$ cat config.mk
export PLATFORM = sky130hd
export DESIGN_NAME = lane_cfg_sel
export DESIGN_NICKNAME = d
export VERILOG_FILES = /design/src/rtl/lane_cfg_pkg.sv /design/src/rtl/lane_cfg_dp.sv /design/src/rtl/lane_cfg_ctrl.sv /design/src/rtl/lane_cfg_sel.sv
export SDC_FILE = /design/constraint.sdc
export NUM_CORES = 1
export LEC_CHECK = 0
export BUFFER_PORTS_ARGS = -buffer_cell sky130_fd_sc_hd__buf_2
export CAP_MARGIN = 40
export CORE_AREA = 4 4 83 85
export CTS_BUF_LIST = sky130_fd_sc_hd__clkbuf_8
export DETAILED_ROUTE_END_ITERATION = 10
export DIE_AREA = 0 0 87 89
export PLACE_DENSITY_LB_ADDON = 0.3
export SYNTH_ARGS = -nofsm -noshare
export SYNTH_HDL_FRONTEND = slang
export SYNTH_SLANG_ARGS = --single-unit
export TNS_END_PERCENT = 30
$ cat constraint.sdc
create_clock -name clk -period 11.6 [get_ports clk]
set_input_delay 3.48 -clock clk [delete_from_list [all_inputs] [get_ports clk]]
set_output_delay 3.48 -clock clk [all_outputs]
set_load 0.02 [all_outputs]
$ cat src/rtl/lane_cfg_pkg.sv
`timescale 1ns/1ps
package lane_cfg_pkg;
  // Strobes from the control to the datapath.
  typedef struct packed {
    logic load;     // capture a new tile
    logic advance;  // retire the pixels issued this cycle
  } ctrlStrobesT;
endpackage

$ cat src/rtl/lane_cfg_dp.sv
`timescale 1ns/1ps
module lane_cfg_dp
  import lane_cfg_pkg::*;
#(
  parameter int NUM_UNITS = 8,
  parameter int TEX_W     = 4,
  localparam int IDX_W    = $clog2(NUM_UNITS),
  localparam int MODES    = IDX_W + 1,
  localparam int MODE_W   = $clog2(MODES)
) (
  input  logic                           clk,
  input  logic                           rstN,
  input  ctrlStrobesT                    strobes,
  input  logic [NUM_UNITS-1:0]           tileMask,
  input  logic [TEX_W-1:0]               texCount,
  output logic                           anyLive,
  output logic                           lastPass,
  output logic [MODE_W-1:0]              issueMode,
  output logic [NUM_UNITS-1:0]           groupLive,
  output logic [NUM_UNITS-1:0][IDX_W-1:0] groupPix
);

  logic [NUM_UNITS-1:0] remMask;
  logic [NUM_UNITS-1:0] taken;
  logic [MODE_W-1:0]    modeQ;

  function automatic logic [MODE_W-1:0] pickMode(
    input logic [NUM_UNITS-1:0] m,
    input logic [TEX_W-1:0]     t
  );
    int live;
    int covMode;
    int demMode;
    live    = $countones(m);
    covMode = 0;
    for (int k = 0; k < MODES; k++)
      if ((NUM_UNITS >> k) >= live) covMode = k;
    demMode = MODES - 1;
    for (int k = MODES - 1; k >= 0; k--)
      if ((1 << k) >= int'(t)) demMode = k;
    if (int'(t) <= 1) return '0;
    return (covMode > demMode) ? MODE_W'(covMode) : MODE_W'(demMode);
  endfunction

  assign anyLive   = |tileMask;
  assign issueMode = modeQ;

  // Hand the lowest-indexed remaining survivors to groups 0,1,2,...
  always_comb begin
    int cnt;
    int slots;
    cnt       = 0;
    slots     = NUM_UNITS >> modeQ;
    taken     = '0;
    groupLive = '0;
    groupPix  = '0;
    for (int i = 0; i < NUM_UNITS; i++) begin
      if (remMask[i] && cnt < slots) begin
        groupPix[cnt[IDX_W-1:0]]  = IDX_W'(i);
        groupLive[cnt[IDX_W-1:0]] = 1'b1;
        taken[i]                  = 1'b1;
        cnt                       = cnt + 1;
      end
    end
  end

  assign lastPass = (remMask & ~taken) == '0;

  always_ff @(posedge clk) begin
    if (!rstN) begin
      remMask <= '0;
      modeQ   <= '0;
    end else if (strobes.load) begin
      remMask <= tileMask;
      modeQ   <= pickMode(tileMask, texCount);
    end else if (strobes.advance) begin
      remMask <= remMask & ~taken;
    end
  end

endmodule

$ cat src/rtl/lane_cfg_ctrl.sv
`timescale 1ns/1ps
module lane_cfg_ctrl
  import lane_cfg_pkg::*;
(
  input  logic        clk,
  input  logic        rstN,
  input  logic        tileValid,
  input  logic        anyLive,
  input  logic        lastPass,
  output ctrlStrobesT strobes,
  output logic        busy
);

  logic busyQ;

  always_comb begin
    strobes.load    = tileValid && !busyQ && anyLive;
    strobes.advance = busyQ;
  end

  always_ff @(posedge clk) begin
    if (!rstN)             busyQ <= 1'b0;
    else if (strobes.load) busyQ <= 1'b1;
    else if (lastPass)     busyQ <= 1'b0;
  end

  assign busy = busyQ;

endmodule

$ cat src/rtl/lane_cfg_sel.sv
`timescale 1ns/1ps
module lane_cfg_sel
  import lane_cfg_pkg::*;
#(
  parameter int NUM_UNITS = 8,
  parameter int TILE_W    = 4,
  parameter int TEX_W     = 4,
  localparam int TILE_H   = NUM_UNITS / TILE_W,
  localparam int IDX_W    = $clog2(TILE_W * TILE_H),
  localparam int MODE_W   = $clog2(IDX_W + 1)
) (
  input  logic                       clk,
  input  logic                       rstN,
  input  logic                       tileValid,
  input  logic [NUM_UNITS-1:0]       tileMask,
  input  logic [TEX_W-1:0]           texCount,
  output logic                       tileReady,
  output logic                       busy,
  output logic                       issueValid,
  output logic                       issueLast,
  output logic [MODE_W-1:0]          issueMode,
  output logic [NUM_UNITS-1:0]       groupLive,
  output logic [NUM_UNITS*IDX_W-1:0] groupPix
);

  ctrlStrobesT                     strobes;
  logic                            anyLive;
  logic                            lastPass;
  logic [NUM_UNITS-1:0][IDX_W-1:0] pixArr;

  lane_cfg_ctrl u_ctrl (
    .clk      (clk),
    .rstN     (rstN),
    .tileValid(tileValid),
    .anyLive  (anyLive),
    .lastPass (lastPass),
    .strobes  (strobes),
    .busy     (busy)
  );

  lane_cfg_dp #(.NUM_UNITS(NUM_UNITS), .TEX_W(TEX_W)) u_dp (
    .clk      (clk),
    .rstN     (rstN),
    .strobes  (strobes),
    .tileMask (tileMask),
    .texCount (texCount),
    .anyLive  (anyLive),
    .lastPass (lastPass),
    .issueMode(issueMode),
    .groupLive(groupLive),
    .groupPix (pixArr)
  );

  assign tileReady  = !busy;
  assign issueValid = busy;
  assign issueLast  = busy && lastPass;
  assign groupPix   = pixArr;

endmodule

==> run metrics <==
Row Count=29; worst-case clock buffer depth=2; crit path kind=reg2out; number of global-route vias before repair=3,582; largest net degree at the start of global routing=14; clock latency on the worst-skew pair=0.24 ns; Antenna Nets Post-Route=0; Clock Tree Root=clkbuf_8; final setup margin=-0.151 ns; hold_buf cts=0; Die Span Y=89 µm; Routed WL=10.8 mm; sequential share of power=10.3%; WL/cell=18.1 µm; required time of the critical path=8.12 ns; Post-Synthesis Cells=411; Post-synth ARST share=0%; RSZ-0062 raised after global routing=yes; Vias=3,741; Core Area=6200 µm²; antenna violations before repair=0; I/O pins=53; clock sinks=11; Finished Layout Cells=597; clock skew=0.00368 ns; Synth Cell Area=3040 µm²; Synth top area share=14.8%; Netlist cell types=84; CP Launch Type=flop; DRC errors left=0; final instance area=4380 µm²; grt total ovfl=0; violated checks=setup timing; Comb pwr share=82.4%; Worst Hold Class=reg2reg; Slew HR=40.5%; worst path arrival time=8.27 ns; total of warnings raised by yosys=0; top_reg_cell synth=dfxtp_1; top cells by area, synth=ha_1 15%, dfxtp_1 7.3%, nand2_1 5.8%, nor2_1 4.1%, a21oi_1 3.8%; most frequent cells after synthesis=47 x nand2_1, 36 x ha_1, 33 x nor2_1; Peak VDD IR=0.0862 mV; placed instance count=564; Post-synth EDFFs=0; Final Wtd Congestion=1.03; first-pass GRT wire length=17.1 mm; die area=7740 µm²; setup violators final=31; Setup Total Neg Slack=-2.51 ns; total power after layout=0.000505 W; sequential share of the synthesized area=7.25%; crit end category=output pin; most common cell in the synthesized netlist=nand2_1; H-tree Lvls=1; CTS tree=yes; initial DRC count=287; Final HPWL DP=8.22 mm; minimum clock period=11.75 ns; Worst-path clk slew=0.05 ns; worst slew pin tran=0.885 ns; CP peak stage delay=0.39 ns; Max Fclk=85.1 MHz; Clk pwr share=7.3%; overall routing resource usage=27.3%; dpl cell area=3800 µm²; post-synth top area cell=ha_1; Layout area overhead=44.4%; most frequent CP cell=ha_4; result of the run=finished, violations left; Final Cycle Share=101%; Int Pwr=0.000242 W; worst-path maximum fanout=5; Sw Ratio=52.2%; Worst path slowest cell=dfxtp_4; Hold Violations, Final=0; Die X=87 µm; share of cells above drive strength 1=42.3%; Antenna diodes=0; DRT Pass-1 Iters=5; synthesized area per cell=7.39 µm²; Initial Utilization=48.9%; Vias/cell=6.27; Synth Register Bits=11; pwr dens=115 nW/µm²; TritonCTS Buffers=3; fin. max-slew vios=0; leakage power=1.99 nW; maxcap violations=0; nets=576; Port Buffers=52; Psw=0.000264 W
power by group through the flow:
stage	Sequential, W	Clock, W	Combinational (W)
after global routing	0.0000530	0.0000403	0.000451
final	0.0000519	0.0000368	0.000417
after global placement	0.0000519	0	0.000339
after CTS	0.0000517	0.0000377	0.000380
after floorplan	0.0000503	0	0.000251
after detailed placement	0.0000522	0	0.000346
logic make-up (layout without fill, tap and decap cells):
kind of cell / after synthesis / in the layout / synth area share, %
mux: 3 / 3 / 1.57
xor+xnor: 5 / 5 / 2.06
other cells: 2 / 3 / 0.247
simple gates: 177 / 177 / 32.1
flops: 11 / 11 / 7.25
compound gates: 132 / 132 / 33.6
buf+inv: 40 / 148 / 5.36
fa+ha+maj: 41 / 41 / 17.8
state kept, by name, indices dropped and copies added, names as in the netlist:
| signal | count |
|---|---|
| u_dp.issueMode | 2 |
| u_ctrl.busy | 1 |
| u_dp.remMask | 8 |
critical path: cells and delay by family, from the launching register on:
family / cells / cell delay, ns
xor gates and xnor gates: 2 / 0.35
muxes: 1 / 0.27
AOI/OAI and AO/OA: 18 / 3.31
DFF: 1 / 0.39
adders and majority gates: 6 / 1.33
and+or+nand+nor: 7 / 1.31
buffers and inverters: 9 / 1.04
per-stage QoR:
| stage | hold slack [ns] | setup slack [ns] | utilization (%) |
|---|---|---|---|
| floorplan | 0.574 | -0.187 | - |
| global placement | 0.554 | -0.156 | 61.3 |
| detailed placement | 0.562 | -0.353 | 61.3 |
| CTS | 0.570 | -0.00567 | 67.1 |
| global route | 0.624 | -0.501 | 70.7 |
| finish | 0.567 | -0.151 | 70.7 |
area by class of cell:
type | instances | area (µm²)
Fill cell | 491 | 1820
Sequential cell | 11 | 228
Clock buffer | 3 | 41.3
Multi-Input combinational cell | 361 | 3080
Timing Repair Buffer | 111 | 808
Tap cell | 77 | 96.3
Clock inverter | 1 | 3.75
Inverter | 33 | 129
metal layers:
layer	up-vias	part of all wire, %	global-route usage, %
met5	-	0	0
met4	0	2.9	9.77
met3	33	6.3	2.76
met2	180	52	50.2
met1	1778	39	32.8
li1	1750	-	-
repair_timing:
action | in CTS | in global routing
gates resized for setup | 36 | 47
setup endpoints to repair | 33 | 33
pin swaps | 30 | 14
setup buffers | 19 | 10
final timing paths:
path | startpoint | end | slack, ns | depth (start not counted)
max | u_dp.issueMode[0]$_SDFFE_PN0P_ | groupPix[4] | -0.15 | 43
min | u_dp.issueMode[1]$_SDFFE_PN0P_ | u_dp.issueMode[1]$_SDFFE_PN0P_ | 0.57 | 2
max reg2reg | u_dp.issueMode[0]$_SDFFE_PN0P_ | u_ctrl.busy$_SDFFE_PN0P_ | 3.60 | 42
min reg2reg | u_dp.issueMode[1]$_SDFFE_PN0P_ | u_dp.issueMode[1]$_SDFFE_PN0P_ | 0.57 | 2
layout by cell type (no fill, tap or decap), types with 9 or more instances in the layout:
master / n
o21ai_2: 11
nand2_1: 40
nor2_1: 27
dfxtp_1: 9
inv_1: 24
ha_1: 24
nor2b_1: 14
o211ai_1: 13
buf_2: 25
ha_4: 9
buf_4: 76
a21oi_1: 22
nand3_1: 15
nor3_1: 13
buf_6: 10
Note: power is estimated with default switching activity, not from simulation.
